## src/rtl/intr_seq_pkg.sv

```systemverilog
package intr_seq_pkg;
  localparam int ADDR_W = 20;
  localparam int WORD_W = 16;
  localparam int TYPE_W = 8;
  localparam int STEP_BIT = 8;
  localparam int MASK_BIT = 9;
  localparam int OVF_BIT  = 11;
  localparam logic [TYPE_W-1:0] T_STEP = 8'd1;
  localparam logic [TYPE_W-1:0] T_NMI  = 8'd2;
  localparam logic [TYPE_W-1:0] T_OVF  = 8'd4;

  typedef enum logic [2:0] {ST_IDLE, ST_PUSH, ST_VEC, ST_NOP, ST_DONE} seq_st_e;

  // byte address of vector half: type*4 (+2 for the segment half)
  function automatic logic [ADDR_W-1:0] vec_addr(logic [TYPE_W-1:0] t, logic hi);
    return {{(ADDR_W-TYPE_W-2){1'b0}}, t, hi, 1'b0};
  endfunction

  // stack slot for push number idx (0: flags, 1: cs, 2: ip)
  function automatic logic [WORD_W-1:0] push_slot(logic [WORD_W-1:0] sp, logic [1:0] idx);
    return sp - ({{(WORD_W-3){1'b0}}, idx, 1'b0} + WORD_W'(2));
  endfunction
endpackage

```

## src/rtl/intr_arb.sv

```systemverilog
module intr_arb
  import intr_seq_pkg::*;
(
  input  logic              sw_req,
  input  logic [TYPE_W-1:0] sw_type,
  input  logic              ovf_req,
  input  logic              of_bit,
  input  logic              nmi_req,
  input  logic              intr_req,
  input  logic [TYPE_W-1:0] intr_type,
  input  logic              if_bit,
  input  logic              tf_bit,
  output logic              take_int,
  output logic              take_nop,
  output logic [TYPE_W-1:0] vtype
);
  always_comb begin
    take_int = 1'b1;
    take_nop = 1'b0;
    vtype    = '0;
    if (sw_req)                 vtype = sw_type;
    else if (ovf_req && of_bit) vtype = T_OVF;
    else if (ovf_req) begin
      take_int = 1'b0;
      take_nop = 1'b1;
    end
    else if (nmi_req)            vtype = T_NMI;
    else if (intr_req && if_bit) vtype = intr_type;
    else if (tf_bit)             vtype = T_STEP;
    else                         take_int = 1'b0;
  end

  always_comb begin
    AST_ONE_OUTCOME: assert (!(take_int && take_nop));
  end
endmodule

```

## src/rtl/intr_nop_timer.sv

```systemverilog
module intr_nop_timer #(
  parameter int NOP_CYC = 4
) (
  input  logic clk,
  input  logic rst_n,
  input  logic start,
  output logic run,
  output logic expire
);
  localparam int CW = $clog2(NOP_CYC + 1);
  logic [CW-1:0] cnt;

  assign expire = run && (cnt == CW'(NOP_CYC - 1));

  always_ff @(posedge clk or negedge rst_n) begin
    if (!rst_n) begin
      run <= 1'b0;
      cnt <= '0;
    end else if (start) begin
      run <= 1'b1;
      cnt <= '0;
    end else if (run) begin
      if (expire) run <= 1'b0;
      else        cnt <= cnt + 1'b1;
    end
  end

  AST_NOP_BOUND: assert property (@(posedge clk) disable iff (!rst_n)
    run |-> cnt < CW'(NOP_CYC));
endmodule

```

## src/rtl/intr_entry_seq.sv

```systemverilog
module intr_entry_seq
  import intr_seq_pkg::*;
#(
  parameter int NOP_CYC = 4
) (
  input  logic              clk,
  input  logic              rst_n,
  input  logic              boundary,
  input  logic [WORD_W-1:0] flags_in,
  input  logic [WORD_W-1:0] cs_in,
  input  logic [WORD_W-1:0] ip_in,
  input  logic [WORD_W-1:0] sp_in,
  input  logic              sw_req,
  input  logic [TYPE_W-1:0] sw_type,
  input  logic              ovf_req,
  input  logic              nmi_req,
  input  logic              intr_req,
  input  logic [TYPE_W-1:0] intr_type,
  output logic              mem_req,
  output logic              mem_we,
  output logic [ADDR_W-1:0] mem_addr,
  output logic [WORD_W-1:0] mem_wdata,
  input  logic [WORD_W-1:0] mem_rdata,
  input  logic              mem_ack,
  output logic              busy,
  output logic              fetch_valid,
  output logic [WORD_W-1:0] new_cs,
  output logic [WORD_W-1:0] new_ip,
  output logic [WORD_W-1:0] new_flags,
  output logic [WORD_W-1:0] new_sp
);
  seq_st_e           st;
  logic [1:0]        idx;
  logic [WORD_W-1:0] fl_q, cs_q, ip_q, sp_q;
  logic [TYPE_W-1:0] type_q;
  logic              took_int;

  // named internal events
  logic              take_int, take_nop, accept, nop_run, nop_done;
  logic [TYPE_W-1:0] vtype;
  logic              last_push, last_read;

  intr_arb u_arb (
    .sw_req   (sw_req),
    .sw_type  (sw_type),
    .ovf_req  (ovf_req),
    .of_bit   (flags_in[OVF_BIT]),
    .nmi_req  (nmi_req),
    .intr_req (intr_req),
    .intr_type(intr_type),
    .if_bit   (flags_in[MASK_BIT]),
    .tf_bit   (flags_in[STEP_BIT]),
    .take_int (take_int),
    .take_nop (take_nop),
    .vtype    (vtype)
  );

  assign accept = (st == ST_IDLE) && boundary && (take_int || take_nop);

  intr_nop_timer #(.NOP_CYC(NOP_CYC)) u_nop (
    .clk   (clk),
    .rst_n (rst_n),
    .start (accept && take_nop),
    .run   (nop_run),
    .expire(nop_done)
  );

  assign last_push = (st == ST_PUSH) && mem_ack && (idx == 2'd2);
  assign last_read = (st == ST_VEC) && mem_ack && (idx == 2'd1);

  assign mem_req     = (st == ST_PUSH) || (st == ST_VEC);
  assign mem_we      = (st == ST_PUSH);
  assign busy        = (st == ST_PUSH) || (st == ST_VEC) || (st == ST_NOP);
  assign fetch_valid = (st == ST_DONE);

  always_comb begin
    if (st == ST_VEC) mem_addr = vec_addr(type_q, idx[0]);
    else              mem_addr = {{(ADDR_W-WORD_W){1'b0}}, push_slot(sp_q, idx)};
    case (idx)
      2'd0:    mem_wdata = fl_q;
      2'd1:    mem_wdata = cs_q;
      default: mem_wdata = ip_q;
    endcase
  end

  always_ff @(posedge clk or negedge rst_n) begin
    if (!rst_n) begin
      st        <= ST_IDLE;
      idx       <= '0;
      fl_q      <= '0;
      cs_q      <= '0;
      ip_q      <= '0;
      sp_q      <= '0;
      type_q    <= '0;
      took_int  <= 1'b0;
      new_cs    <= '0;
      new_ip    <= '0;
      new_flags <= '0;
      new_sp    <= '0;
    end else begin
      case (st)
        ST_IDLE: if (accept) begin
          fl_q     <= flags_in;
          cs_q     <= cs_in;
          ip_q     <= ip_in;
          sp_q     <= sp_in;
          type_q   <= vtype;
          took_int <= take_int;
          idx      <= '0;
          st       <= take_int ? ST_PUSH : ST_NOP;
        end
        ST_PUSH: if (mem_ack) begin
          idx <= last_push ? 2'd0 : idx + 2'd1;
          if (last_push) st <= ST_VEC;
        end
        ST_VEC: if (mem_ack) begin
          idx <= idx + 2'd1;
          if (idx == 2'd0) new_ip <= mem_rdata;
          if (last_read) begin
            new_cs    <= mem_rdata;
            new_flags <= fl_q & ~(WORD_W'(1) << STEP_BIT) & ~(WORD_W'(1) << MASK_BIT);
            new_sp    <= push_slot(sp_q, 2'd2);
            st        <= ST_DONE;
          end
        end
        ST_NOP: if (nop_done) begin
          new_cs    <= cs_q;
          new_ip    <= ip_q;
          new_flags <= fl_q;
          new_sp    <= sp_q;
          st        <= ST_DONE;
        end
        default: st <= ST_IDLE;
      endcase
    end
  end

  AST_REQ_HOLD: assert property (@(posedge clk) disable iff (!rst_n)
    mem_req && !mem_ack |=> mem_req && $stable(mem_addr) && $stable(mem_we) && $stable(mem_wdata));
  AST_BUSY_EXCL: assert property (@(posedge clk) disable iff (!rst_n)
    !(busy && fetch_valid));
  AST_FV_PULSE: assert property (@(posedge clk) disable iff (!rst_n)
    fetch_valid |=> !fetch_valid && !busy);
  AST_STEP_CLEARED: assert property (@(posedge clk) disable iff (!rst_n)
    fetch_valid && took_int |-> !new_flags[STEP_BIT] && !new_flags[MASK_BIT]);
  AST_NOP_QUIET: assert property (@(posedge clk) disable iff (!rst_n)
    nop_run |-> !mem_req);
  AST_MASKED_IDLE: assert property (@(posedge clk) disable iff (!rst_n)
    (st == ST_IDLE) && boundary && intr_req && !flags_in[MASK_BIT] && !sw_req && !ovf_req
      && !nmi_req && !flags_in[STEP_BIT] |=> !busy);
endmodule

```

## config.mk

```make
export PLATFORM = sky130hd
export DESIGN_NAME = intr_entry_seq
export DESIGN_NICKNAME = d
export VERILOG_FILES = /design/src/rtl/intr_seq_pkg.sv /design/src/rtl/intr_arb.sv /design/src/rtl/intr_nop_timer.sv /design/src/rtl/intr_entry_seq.sv
export SDC_FILE = /design/constraint.sdc
export NUM_CORES = 1
export LEC_CHECK = 0
export BUFFER_PORTS_ARGS = -buffer_cell sky130_fd_sc_hd__buf_2
export CORE_MARGIN = 1
export CORE_UTILIZATION = 45
export DETAILED_ROUTE_END_ITERATION = 6
export PLACE_DENSITY = 0.8
export SETUP_SLACK_MARGIN = 0.5
export SLEW_MARGIN = 20
export SYNTH_ARGS = -nofsm -noshare
export SYNTH_HDL_FRONTEND = slang
export SYNTH_SLANG_ARGS = --single-unit
```

## constraint.sdc

```tcl
create_clock -name clk -period 3.21 [get_ports clk]
set_clock_uncertainty 0.2 [all_clocks]
set_input_delay 0.1605 -clock clk [delete_from_list [all_inputs] [get_ports clk]]
set_output_delay 0.1605 -clock clk [all_outputs]
set_load 0.005 [all_outputs]
```

Word-level counts from Yosys, hierarchy flattened
Cells that the tools add are included.
{"block": "totals", "output_inout_bits": 104, "word_cells": 109, "regBits": 145}
{"block": "op_classes", "eq_ne": 15, "add_sub_neg": 5, "mux": 52, "reduce_logical": 24}
{"cell": "16-bit 2-to-1 mux", "count": 13}
{"cell": "16-bit case mux with 2 select lines", "count": 5}
{"cell": "8-bit 2-to-1 mux", "count": 5}
{"cell": "3-bit 2-to-1 mux", "count": 9}
{"cell": "16-bit by 3-bit subtractor with 16-bit output, second input constant", "count": 1}
{"cell": "16-bit by 4-bit subtractor with 16-bit output", "count": 1}
{"cell": "1-bit 2-to-1 mux", "count": 13}
{"cell": "3-bit case mux with 4 select lines", "count": 1}
{"cell": "4-bit AND reduction", "count": 3}
{"cell": "1-bit logical AND", "count": 10}
{"cell": "2-bit 2-to-1 mux", "count": 5}
{"cell": "3-bit by 2-bit equality test with 1-bit output, second input constant", "count": 3}
{"cell": "2-bit by 1-bit != test with 1-bit output, second input constant", "count": 4}
{"cell": "2-bit != test, second input constant", "count": 4}
{"cell": "2-bit case mux with 3 select lines", "count": 1}
{"cell": "6-bit AND reduction", "count": 1}
{"cell": "3-bit by 2-bit adder with 4-bit output, second input constant", "count": 1}
{"cell": "2-bit AND reduction", "count": 2}
{"cell": "2-bit nonzero test", "count": 2}
{"cell": "3-bit by 1-bit adder with 3-bit output, second input constant", "count": 1}
{"cell": "3-bit by 1-bit equality test with 1-bit output, second input constant", "count": 1}
{"cell": "3-bit equality test, second input constant", "count": 1}
{"cell": "3-bit logical NOT", "count": 1}
{"cell": "1-bit logical OR", "count": 3}
{"cell": "5 further kinds", "count": 5}

Depth between registers and ports, before layout
{"block": "depth", "depth_word": 11, "mapped_depth": 10}

Modules after synthesis
Synthesis repeated with hierarchy kept, for this count alone.
{"block": "unflattened", "cells_unflattened": 844, "area_unflattened_um2": 7080.5}
{"mod": "intr_entry_seq", "instances": 1, "area_per_inst_um2": 6716.4, "seq_area_each_um2": 3528.4, "cells_each": 805}
{"mod": "intr_nop_timer", "instances": 1, "area_per_inst_um2": 216.5, "seq_area_each_um2": 100.1, "cells_each": 18}
{"mod": "intr_arb", "instances": 1, "area_per_inst_um2": 147.6, "seq_area_each_um2": 0.0, "cells_each": 21}

Worst setup path before layout
No wires, ideal clock.
{"block": "synth_timing", "kind": "reg-to-output", "from": "register sp_q[2]", "to": "output mem_addr[6]", "stages_incl_launch_ff": 10, "path_slack_ps": 578, "path_buffers": 1, "arrival_time_ps": 2272, "required_time_ps": 2849, "cell_sequence": "dfrtp_1 > inv_1 > ha_1 > inv_1 > ha_1 > nor2b_1 > o21a_1 > clkbuf_1 > or4_2 > a31oi_1"}
{"block": "synth_between", "elab_chain_cells": 2}
{"item": "from (decl)", "line": "intr_entry_seq.sv:34", "rtl": "logic [WORD_W-1:0] fl_q, cs_q, ip_q, sp_q;"}
{"item": "from (signal assigned)", "line": "intr_entry_seq.sv:106", "rtl": "sp_q <= sp_in;"}
{"item": "16-bit by 4-bit subtractor with 16-bit output", "line": "intr_seq_pkg.sv:21", "rtl": "return sp - ({{(WORD_W-3){1'b0}}, idx, 1'b0} + WORD_W'(2));"}
{"item": "16-bit 2-to-1 mux", "line": "intr_entry_seq.sv:77", "rtl": "if (st == ST_VEC) mem_addr = vec_addr(type_q, idx[0]);"}
{"item": "to (decl)", "line": "intr_entry_seq.sv:21", "rtl": "output logic [ADDR_W-1:0] mem_addr,"}
No other way between the ends.

Worst setup path after layout
{"block": "layout_timing", "from": "register idx[1]", "to": "output mem_addr[13]"}
{"block": "layout_between", "elab_chain_cells": 3}
{"item": "from (decl)", "line": "intr_entry_seq.sv:33", "rtl": "logic [1:0] idx;"}
{"item": "from (signal assigned)", "line": "intr_entry_seq.sv:113", "rtl": "idx <= last_push ? 2'd0 : idx + 2'd1;"}
{"item": "from (signal assigned)", "line": "intr_entry_seq.sv:117", "rtl": "idx <= idx + 2'd1;"}
{"item": "3-bit by 2-bit adder with 4-bit output", "line": "intr_seq_pkg.sv:21"}
{"item": "16-bit by 4-bit subtractor with 16-bit output", "line": "intr_seq_pkg.sv:21"}
{"item": "16-bit 2-to-1 mux", "line": "intr_entry_seq.sv:77"}
No other way between the ends.

==> impl_results.rst <==
.. list-table::
   :header-rows: 1

   * - Metric
     - Value
   * - Startpoint of the most critical register-to-register path
     - sp_q[2]
   * - Detailed-router iteration count before antenna repair
     - 6
   * - Height of the die
     - 126 um
   * - CTS Buf Count
     - 17
   * - Initial Util
     - 45.8%
   * - Routed wire length
     - 22.7 mm
   * - Post-synthesis instance area
     - 0.00693 sq mm
   * - Total of endpoints with negative setup slack in the final report
     - 0
   * - Final Critical Period
     - 3.02 ns
   * - Global-route wire length before repair
     - 35.8 mm
   * - Post-Synthesis Mean Instance Area
     - 9.99 sq um
   * - Layout fillers
     - 1084
   * - Top-Level Pins
     - 208
   * - Number of synthesized flops with an enable pin
     - 0
   * - Crit path from
     - idx[1]
   * - Static leakage
     - 4.64 nW
   * - Multiplexer area fraction after synthesis
     - 11.0%
   * - Row cnt
     - 45
   * - Main synth FF type
     - sky130_fd_sc_hd__dfrtp_1
   * - Total power after layout
     - 10.1 mW
   * - Number of nets in the layout
     - 1112
   * - Simple-gate share of the synthesized area
     - 16.2%
   * - Detail Placement HPWL
     - 13.2 mm
   * - Post-detailed-route count of antenna-violating nets
     - 0
   * - Overflow left after global routing
     - 0
   * - Share of the synthesized area in compound gates (AO/OA/AOI/OAI)
     - 13.2%
   * - H-tree depth
     - 4
   * - Critical Path Sink Type
     - output port
   * - Clock latency on the worst-skew pair
     - 0.44 ns
   * - Gpl congestion
     - 0.861
   * - Post-layout utilization of the core
     - 65.8%
   * - Clock tree from TritonCTS
     - built
   * - Worst reg-to-reg path cell count
     - 7
   * - Detailed-route via count
     - 6737
   * - Wire per inst
     - 18.9 um
   * - Maximum clock path buffer count
     - 2
   * - Flip-flop and latch count after synthesis
     - 145
   * - Share of the synthesized netlist area taken by xor and xnor gates
     - 1.39%
   * - Worst path arrival time
     - 2.66 ns
   * - Diodes inserted
     - 0
   * - Main area contributors after synthesis
     - sky130_fd_sc_hd__dfrtp_1, sky130_fd_sc_hd__mux2_2, sky130_fd_sc_hd__nand2_1
   * - Area added between synthesis and finish
     - 43.8%
   * - Slowest library cell on the worst path
     - sky130_fd_sc_hd__or4_1
   * - Most common cell in the netlist
     - sky130_fd_sc_hd__dfrtp_1
   * - DIE WIDTH
     - 126 um
   * - Initial antenna violation count
     - 0
   * - Setup Total Neg Slack
     - 0 ns
   * - Maximum number of pins on one net before global-route repair
     - 69
   * - Routed vias/inst
     - 5.62
   * - Worst slew margin relative to its limit
     - 49.9%
   * - TritonCTS Sinks
     - 145
   * - Final hold violation count
     - 0
   * - Critical Path Start Type
     - flop
   * - Cell types with the highest counts after synthesis
     - sky130_fd_sc_hd__dfrtp_1, sky130_fd_sc_hd__nand2_1, sky130_fd_sc_hd__a21oi_1
   * - Crit path capture
     - mem_addr[13]
   * - Proportion of register bits with asynchronous set or reset after synthesis
     - 100%
   * - Drt drc
     - 0
   * - Count of buffers from port buffering
     - 203
   * - Non-filler cells in the finished layout
     - 1198
   * - Stage delay of the slowest cell on the critical path
     - 0.48 ns
   * - Maximum resistive drop on vdd
     - 0.000508 V
   * - Unrepaired setup endpoints after global routing
     - yes
   * - Worst endpoint required time
     - 2.85 ns
   * - Clock transition time at the flip-flop clock pins of the worst setup and hold paths
     - 0.06 ns
   * - Path type of the worst setup path
     - flop to output port
   * - Result of the run
     - finished, final reports clean
   * - Max FO, Critical Path
     - 6
   * - Area of the die
     - 0.0159 sq mm
   * - Via count of the first global-routing pass
     - 6960
   * - Final max-slew violation count
     - 0
   * - Register-to-register path setup slack
     - 0.69 ns
   * - Post-Synthesis Cells
     - 694
   * - Worst Hold Depth
     - 4
   * - Storage cell area
     - 0.00363 sq mm
   * - Largest area contributor in the synthesized netlist
     - sky130_fd_sc_hd__dfrtp_1
   * - Total Routing Usage GR
     - 29.3%
   * - Core ar.
     - 0.0151 sq mm
   * - Number of synthesis warnings
     - 0
   * - Part of the Yosys area used for sequential elements
     - 52.3%
   * - Area share of the largest cell type after synthesis
     - 52.3%
   * - Clock tree root buffer cell
     - sky130_fd_sc_hd__clkbuf_16
   * - Fraction of final layout cells with drive strength greater than 1
     - 35.7%
   * - Number of maximum-capacitance constraint violations
     - 0
   * - DRC violation total after the first TritonRoute iteration
     - 489
   * - F_max
     - 331 MHz
   * - Class of the worst hold path
     - input port to flop
   * - List of cells traversed by the critical path
     - ha_4, buf_4, fa_2, nor2b_2, or3_4, or4_1, a21oi_1, buf_2
   * - Endpoint of the worst-slack reg-to-reg timing path
     - new_sp[13]
   * - Final worst path period share
     - 94.0%
   * - Adder and majority cell fraction of the synthesized area
     - 2.09%
   * - Combined area of the multi-input logic cells
     - 0.00323 sq mm
   * - Placed cell count
     - 1053
   * - Distinct cells, synth
     - 53
   * - Combinational family with the most area after synthesis
     - simple AND/OR/NAND/NOR gates
   * - Ratio of total power to cell area
     - 1020 mW/mm^2
   * - Transition at the pin with the smallest max-transition slack
     - 0.749 ns
   * - Hold path start
     - boundary
power breakdown:
group	internal [mW]	switching (mW)	total [mW]	leakage [nW]
clock	1.03	0.885	1.91	0.272
sequential	2.72	0.815	3.54	1.73
combinational	2.30	2.39	4.69	2.63
total	6.05	4.09	10.1	4.64
cell families after synthesis:
| group | count (synthesis) |
|---|---|
| simple gates | 244 |
| mux | 68 |
| fa+ha+maj | 11 |
| compound gates | 155 |
| buf+inv | 59 |
| xor+xnor | 11 |
| other cells | 1 |
| flops | 145 |
metrics by stage:
step | worst slack [ns] | area [sq um] | hold WS (ns)
2_1_floorplan | 0.578 | 6950 | -0.335
3_3_place_gp | 0.482 | 8130 | -0.129
3_5_place_dp | 0.435 | 8130 | -0.129
4_1_cts | 0.211 | 9910 | 0.0847
5_1_grt | 0.135 | 9970 | 0.110
6_report | 0.193 | 9970 | 0.0876
final cells by class:
type / instances / share of cell area, %
Sequential cell: 145 / 36.4
Clock buffer: 18 / 4.30
Timing Repair Buffer: 330 / 22.7
Inverter: 10 / 0.377
Clock inverter: 14 / 1.36
Tap cell: 188 / 2.36
Multi-Input combinational cell: 493 / 32.4
critical path, delay by kind of cell (launching register included):
family | cells | cell delay [ns]
AO/OA/AOI/OAI | 1 | 0.16
adder cells (fa/ha/maj) | 2 | 0.49
buffers and inverters | 2 | 0.23
flip-flops | 1 | 0.44
AND/OR/NAND/NOR | 3 | 0.92
state kept, by name (all words and copies together) (netlist names), 3 cells and up:
signal     flops
cs_q          16
fl_q          16
ip_q          16
new_cs        16
new_flags     16
new_ip        16
new_sp        16
sp_q          16
type_q         8
st             3
u_nop.cnt      3
layer usage:
metal | global-route usage (%) | wire (um) | vias to the layer above | share of wire, %
met5 | 0 | 0 | - | 0
met4 | 16.7 | 1200 | 0 | 5.3
met3 | 8.50 | 1730 | 114 | 7.6
met2 | 49.2 | 11200 | 363 | 49
met1 | 33.5 | 8540 | 3246 | 38
li1 | - | - | 3014 | -
layout by cell type, fill, tap and decap left out, types with 6 or more instances in the layout:
| master | synthesis | routed |
|---|---|---|
| sky130_fd_sc_hd__nor2_1 | 50 | 49 |
| sky130_fd_sc_hd__inv_6 | 0 | 8 |
| sky130_fd_sc_hd__nand2_1 | 120 | 120 |
| sky130_fd_sc_hd__clkbuf_16 | 0 | 17 |
| sky130_fd_sc_hd__mux2_2 | 64 | 64 |
| sky130_fd_sc_hd__and2_1 | 19 | 19 |
| sky130_fd_sc_hd__a21oi_1 | 65 | 62 |
| sky130_fd_sc_hd__o21ai_0 | 35 | 34 |
| sky130_fd_sc_hd__xor2_1 | 6 | 6 |
| sky130_fd_sc_hd__dfrtp_1 | 145 | 143 |
| sky130_fd_sc_hd__nor2b_1 | 9 | 7 |
| sky130_fd_sc_hd__ha_1 | 10 | 6 |
| sky130_fd_sc_hd__dlygate4sd3_1 | 0 | 100 |
| sky130_fd_sc_hd__or3_1 | 7 | 6 |
| sky130_fd_sc_hd__buf_2 | 5 | 202 |
| sky130_fd_sc_hd__buf_4 | 4 | 23 |
| sky130_fd_sc_hd__or4_1 | 7 | 6 |
| sky130_fd_sc_hd__inv_1 | 10 | 7 |
| sky130_fd_sc_hd__a22oi_1 | 21 | 21 |
| sky130_fd_sc_hd__o31ai_1 | 8 | 7 |
| sky130_fd_sc_hd__a31oi_1 | 12 | 10 |
worst min-delay path by stage:
| stage | end | slack, ns |
|---|---|---|
| floorplan | cs_q[0] | -0.34 |
| global placement | sp_q[15] | -0.13 |
| detailed placement | sp_q[15] | -0.13 |
| CTS | st[1] | 0.08 |
| global route | st[1] | 0.11 |
| finish | st[1] | 0.09 |
repair_timing:
action                     in CTS  in global routing
hold buffers                  100                  0
setup endpoints to repair      12                 25
setup buffers                  11                  2
resized for setup              24                  9
hold endpoints to repair      251                  0
pin swaps                      14                  6
Note: power is estimated with default switching activity, not from simulation.
